===== src/rtl/ext_irq_pkg.sv =====
package ext_irq_pkg;

    localparam int NUM_PINS   = 4;
    localparam int CTRL_W     = 32;
    localparam int MASTER_BIT = 12;
    localparam int ROUTE_BIT  = 0;
    localparam int EN_TOP     = 11;
    localparam int CLR_TOP    = 27;
    localparam int SENSE_TOP  = 23;

    typedef enum logic [1:0] {
        SENSE_HIGH = 2'd0,
        SENSE_RISE = 2'd1,
        SENSE_FALL = 2'd2,
        SENSE_LOW  = 2'd3
    } sense_e;

    function automatic int en_bit(input int n);
        return EN_TOP - n;
    endfunction

    function automatic int clr_bit(input int n);
        return CLR_TOP - n;
    endfunction

    function automatic int sense_lsb(input int n);
        return SENSE_TOP - 1 - 2 * n;
    endfunction

    function automatic logic [CTRL_W-1:0] clr_mask();
        logic [CTRL_W-1:0] m;
        m = '0;
        for (int i = 0; i < NUM_PINS; i++) begin
            m[clr_bit(i)] = 1'b1;
        end
        return m;
    endfunction

    localparam logic [CTRL_W-1:0] CLR_MASK = clr_mask();

endpackage


===== src/rtl/ext_irq_sync.sv =====
module ext_irq_sync #(
    parameter int WIDTH  = 4,
    parameter int STAGES = 2
) (
    input  logic             clk,
    input  logic             rst_n,
    input  logic [WIDTH-1:0] async_i,
    output logic [WIDTH-1:0] sync_o
);

    logic [STAGES-1:0][WIDTH-1:0] stage_d, stage_q;

    always_comb begin
        stage_d[0] = async_i;
        for (int s = 1; s < STAGES; s++) begin
            stage_d[s] = stage_q[s-1];
        end
    end

    always_ff @(posedge clk or negedge rst_n) begin
        if (!rst_n) begin
            stage_q <= '0;
        end else begin
            stage_q <= stage_d;
        end
    end

    assign sync_o = stage_q[STAGES-1];

endmodule


===== src/rtl/ext_irq_pin.sv =====
module ext_irq_pin
    import ext_irq_pkg::*;
(
    input  logic   clk,
    input  logic   rst_n,
    input  logic   sync_i,
    input  sense_e sense_i,
    input  logic   enable_i,
    input  logic   master_i,
    input  logic   clear_i,
    output logic   req_o
);

    typedef struct packed {
        logic prev;
        logic pend;
    } pin_state_t;

    pin_state_t st_d, st_q;
    logic       rise_w, fall_w, hit_w, active_w;

    always_comb begin
        rise_w  = sync_i & ~st_q.prev;
        fall_w  = ~sync_i & st_q.prev;
        hit_w   = ((sense_i == SENSE_RISE) & rise_w) |
                  ((sense_i == SENSE_FALL) & fall_w);
        st_d.prev = sync_i;
        // a fresh edge outranks a simultaneous clear
        st_d.pend = hit_w | (st_q.pend & ~clear_i);
        unique case (sense_i)
            SENSE_HIGH: active_w = sync_i;
            SENSE_LOW:  active_w = ~sync_i;
            default:    active_w = st_q.pend;
        endcase
        req_o = enable_i & master_i & active_w;
    end

    always_ff @(posedge clk or negedge rst_n) begin
        if (!rst_n) begin
            st_q <= '0;
        end else begin
            st_q <= st_d;
        end
    end

endmodule


===== src/rtl/ext_irq_sense_ctrl.sv =====
module ext_irq_sense_ctrl
    import ext_irq_pkg::*;
#(
    parameter int SYNC_STAGES = 2
) (
    input  logic        clk,
    input  logic        rst_n,
    input  logic        wr_en,
    input  logic [31:0] wr_data,
    output logic [31:0] rd_data,
    input  logic [3:0]  pin_in,
    output logic        crit_req,
    output logic [2:0]  main_req,
    output logic        route_normal
);

    typedef struct packed {
        logic [CTRL_W-1:0] ctrl;
    } top_state_t;

    top_state_t            st_d, st_q;
    logic [NUM_PINS-1:0]   clr_w;
    logic [NUM_PINS-1:0]   sync_w;
    logic [NUM_PINS-1:0]   req_w;

    always_comb begin
        st_d = st_q;
        if (wr_en) begin
            st_d.ctrl = wr_data & ~CLR_MASK;
        end
        for (int i = 0; i < NUM_PINS; i++) begin
            clr_w[i] = wr_en & wr_data[clr_bit(i)];
        end
    end

    always_ff @(posedge clk or negedge rst_n) begin
        if (!rst_n) begin
            st_q <= '0;
        end else begin
            st_q <= st_d;
        end
    end

    ext_irq_sync #(
        .WIDTH  (NUM_PINS),
        .STAGES (SYNC_STAGES)
    ) u_sync (
        .clk     (clk),
        .rst_n   (rst_n),
        .async_i (pin_in),
        .sync_o  (sync_w)
    );

    for (genvar n = 0; n < NUM_PINS; n++) begin : g_pin
        ext_irq_pin u_pin (
            .clk      (clk),
            .rst_n    (rst_n),
            .sync_i   (sync_w[n]),
            .sense_i  (sense_e'(st_q.ctrl[sense_lsb(n) +: 2])),
            .enable_i (st_q.ctrl[en_bit(n)]),
            .master_i (st_q.ctrl[MASTER_BIT]),
            .clear_i  (clr_w[n]),
            .req_o    (req_w[n])
        );
    end

    assign rd_data      = st_q.ctrl;
    assign crit_req     = req_w[0];
    assign main_req     = req_w[NUM_PINS-1:1];
    assign route_normal = st_q.ctrl[ROUTE_BIT];

endmodule


===== config.mk =====
export PLATFORM = sky130hd
export DESIGN_NAME = ext_irq_sense_ctrl
export DESIGN_NICKNAME = d
export VERILOG_FILES = /design/src/rtl/ext_irq_pkg.sv /design/src/rtl/ext_irq_sync.sv /design/src/rtl/ext_irq_pin.sv /design/src/rtl/ext_irq_sense_ctrl.sv
export SDC_FILE = /design/constraint.sdc
export NUM_CORES = 1
export LEC_CHECK = 0
export BUFFER_PORTS_ARGS = -buffer_cell sky130_fd_sc_hd__buf_2
export CORE_UTILIZATION = 25
export CTS_CLUSTER_SIZE = 24
export DETAILED_ROUTE_END_ITERATION = 6
export PLACE_DENSITY = 0.45
export SLEW_MARGIN = 20
export SYNTH_ARGS = -nofsm -noshare
export SYNTH_HDL_FRONTEND = slang
export SYNTH_SLANG_ARGS = --single-unit

===== constraint.sdc =====
create_clock -name clk -period 1.8 [get_ports clk]
set_clock_uncertainty 0.05 [all_clocks]
set_input_delay 0.09 -clock clk [delete_from_list [all_inputs] [get_ports clk]]
set_output_delay 0.09 -clock clk [all_outputs]
set_load 0.02 [all_outputs]

==> out/qor.yml <==
crit_type: "reg -> out"
clk-insertion-delay-late_ps: 290
worst-endpoint-required_ps: 1660
numCtsBuffers: 5
final_util: 0.389
wl_per_cell_um: 12.8
syn_area_sq_um: 1980
status: "complete, no violations"
fin_total_pwr_mw: 2.57
worst_hold_slack_ps: 45.7
clk_pin_slew_ps: 90
cp-end-kind: "output pin"
clockBufferDepth: 2
dr.first_iter.drc_count: 22
dp_hpwl_um: 3090
row_count: 32
cap_violations: 0
p_int_mw: 1.91
totalWireLength_um: 4630
dpl.cell_count: 313
seq_area_frac_synth: 0.555
core_sq_um: 7690
path_buf_inv: 2
crit_path_max_fanout: 4
rsz0062_at_grt: "true"
pwr-share-comb: 0.215
diodes: 0
syn_avg_cell_area_sq_um: 13.2
ant_nets: 0
stdcell_count: 361
fillers: 767
fmax_ghz: 0.577
powerDensity_nw_per_um2: 862
portBuffers: 71
place_congestion: 0.764
cp.arrival_ps: 1590
grt_pass1_vias: 1507
start_util: 0.258
fin_crit_ps: 1730
avgViaCountPerCell: 4.01
layout_commonest_cell: "buf_2"
hold_class: "in -> reg"
swShare: 0.257
grt.overflow.total: 0
finalCritPeriodShare: 0.963
die-area_sq_um: 8290
finalSetupViolations: 0
place_ws_ps: 289
timing.final.ws_setup_ps: 66.4
fp.dieH_um: 91.1
cp-start-kind: "register"
synth.distinct_cells: 15
path_cells: "inv_2, ha_1, mux2_4, o2111a_1, buf_6"
drive_gt1_frac: 0.498
drc: 0
yosysWarnings: 0
area_delta_synth_final_pct: 50.6
ctsHtreeMaxLevel: 2
max_stage_delay_ps: 420
synth.ff_latch_count: 44
root_buffer: "clkbuf_8"
cp_slowest_cell: "dfrtp_1"
fin_setup_tns_ps: 0
clkSinkCount: 44
antenna_found_initial: 0
p_seq_frac: 0.445
cts_tree: "yes"
slew_viol_final: 0
grt_pass1_wl_um: 7450
layout_common_cells: "67 x buf_2, 44 x dfrtp_1, 33 x dlygate4sd3_1"
dr.pass1.iters: 4
p_leak_nw: 1.44
clkPwrFrac: 0.339
post-route-cell-area_sq_um: 2990
switching_power_mw: 0.661
final_hold_viol_count: 0
vdd_drop_max_mv: 0.401
grt_usage: 0.116
layout.nets: 314
crit_family: "flip-flops"
ios: 76
fp.dieW_um: 91.1
synth_cells: 150
vias: 1446
grt_max_degree: 24
place_area_sq_um: 2400
[synth_stat cells]
library cell / count / share of area
a21bo_2: 4 / 0.020
buf_2: 2 / 0.0050
buf_4: 15 / 0.057
conb_1: 1 / 0.0019
dfrtp_1: 44 / 0.56
ha_1: 16 / 0.10
inv_1: 8 / 0.015
mux2_1: 4 / 0.023
mux2_2: 20 / 0.11
nand2_1: 12 / 0.023
nand2b_1: 4 / 0.013
nand3b_1: 4 / 0.015
o2111a_1: 4 / 0.023
o211ai_1: 4 / 0.015
o21ai_0: 8 / 0.020
[per-layer routing]
| metal | GRT usage | up-vias | wire length (um) |
|---|---|---|---|
| li1 | - | 709 | - |
| met1 | 0.145 | 685 | 2050 |
| met2 | 0.186 | 50 | 2230 |
| met3 | 0.0427 | 2 | 316 |
| met4 | 0.0397 | 0 | 32 |
| met5 | 0 | - | 0 |
[power groups by stage]
stage                     registers, mW  logic [mW]  clock network, mW
final                              1.15       0.555              0.874
after global routing               1.16       0.609              0.952
after detailed placement           1.16       0.441                  0
after floorplan                    1.21       0.241                  0
after CTS                          1.15       0.522              0.916
after global placement             1.16       0.445                  0
[worst reg2reg max path: stages, from the launching register on]
cell	delay [ps]
dfrtp_1	430
inv_2	80
buf_4	140
ha_1	180
nand3b_1	70
o211ai_1	90
[final cells by class]
class                           instances  area [sq um]  area share
Sequential cell                        44          1100       0.369
Timing Repair Buffer                  116           813       0.272
Multi-Input combinational cell         84           786       0.263
Tap cell                              102           128      0.0427
Clock buffer                            5          68.8      0.0230
Clock inverter                          2          60.1      0.0201
Inverter                                8          30.0      0.0101
[cells by family (layout without fill, tap and decap cells)]
kind of cell             Yosys count  in the layout  synth area share
AO/OA/AOI/OAI                     20             20            0.0782
adder cells (fa/ha/maj)           16             16             0.101
buffers and inverters             25            131            0.0770
flip-flops                        44             44             0.555
multiplexers                      24             24             0.136
other                              1              4           0.00189
AND/OR/NAND/NOR                   20             20            0.0505
[repair_timing]
item | 4_1_cts | 5_1_grt
gates resized for setup | 6 | 19
hold buffers | 33 | 0
pin swaps | 1 | 4
setup buffers | 6 | 2
hold endpoints to repair | 45 | 0
setup endpoints to repair | 2 | 4
[state kept, by name, indices dropped and copies added, names as in the netlist]
signal            cells
u_sync.stage_d        4
u_sync.sync_o         4
rd_data              28
g_pin.u_pin.st_q      8
[worst paths after layout]
check                                               to  slack (ps)         startpoint  depth (start not counted)
min in group asynchronous                  rd_data[18]         190              rst_n                          2
worst min register to register        u_sync.sync_o[3]         300  u_sync.stage_d[7]                          0
worst min-delay path            g_pin[2].u_pin.st_q[0]          50        wr_data[25]                          3
max in group asynchronous       g_pin[0].u_pin.st_q[0]         950              rst_n                          3
worst max-delay path                       main_req[1]          70        rd_data[19]                          5
worst max register to register  g_pin[3].u_pin.st_q[0]         640        rd_data[16]                          5
No activity file was read; power rests on OpenSTA's default activity.
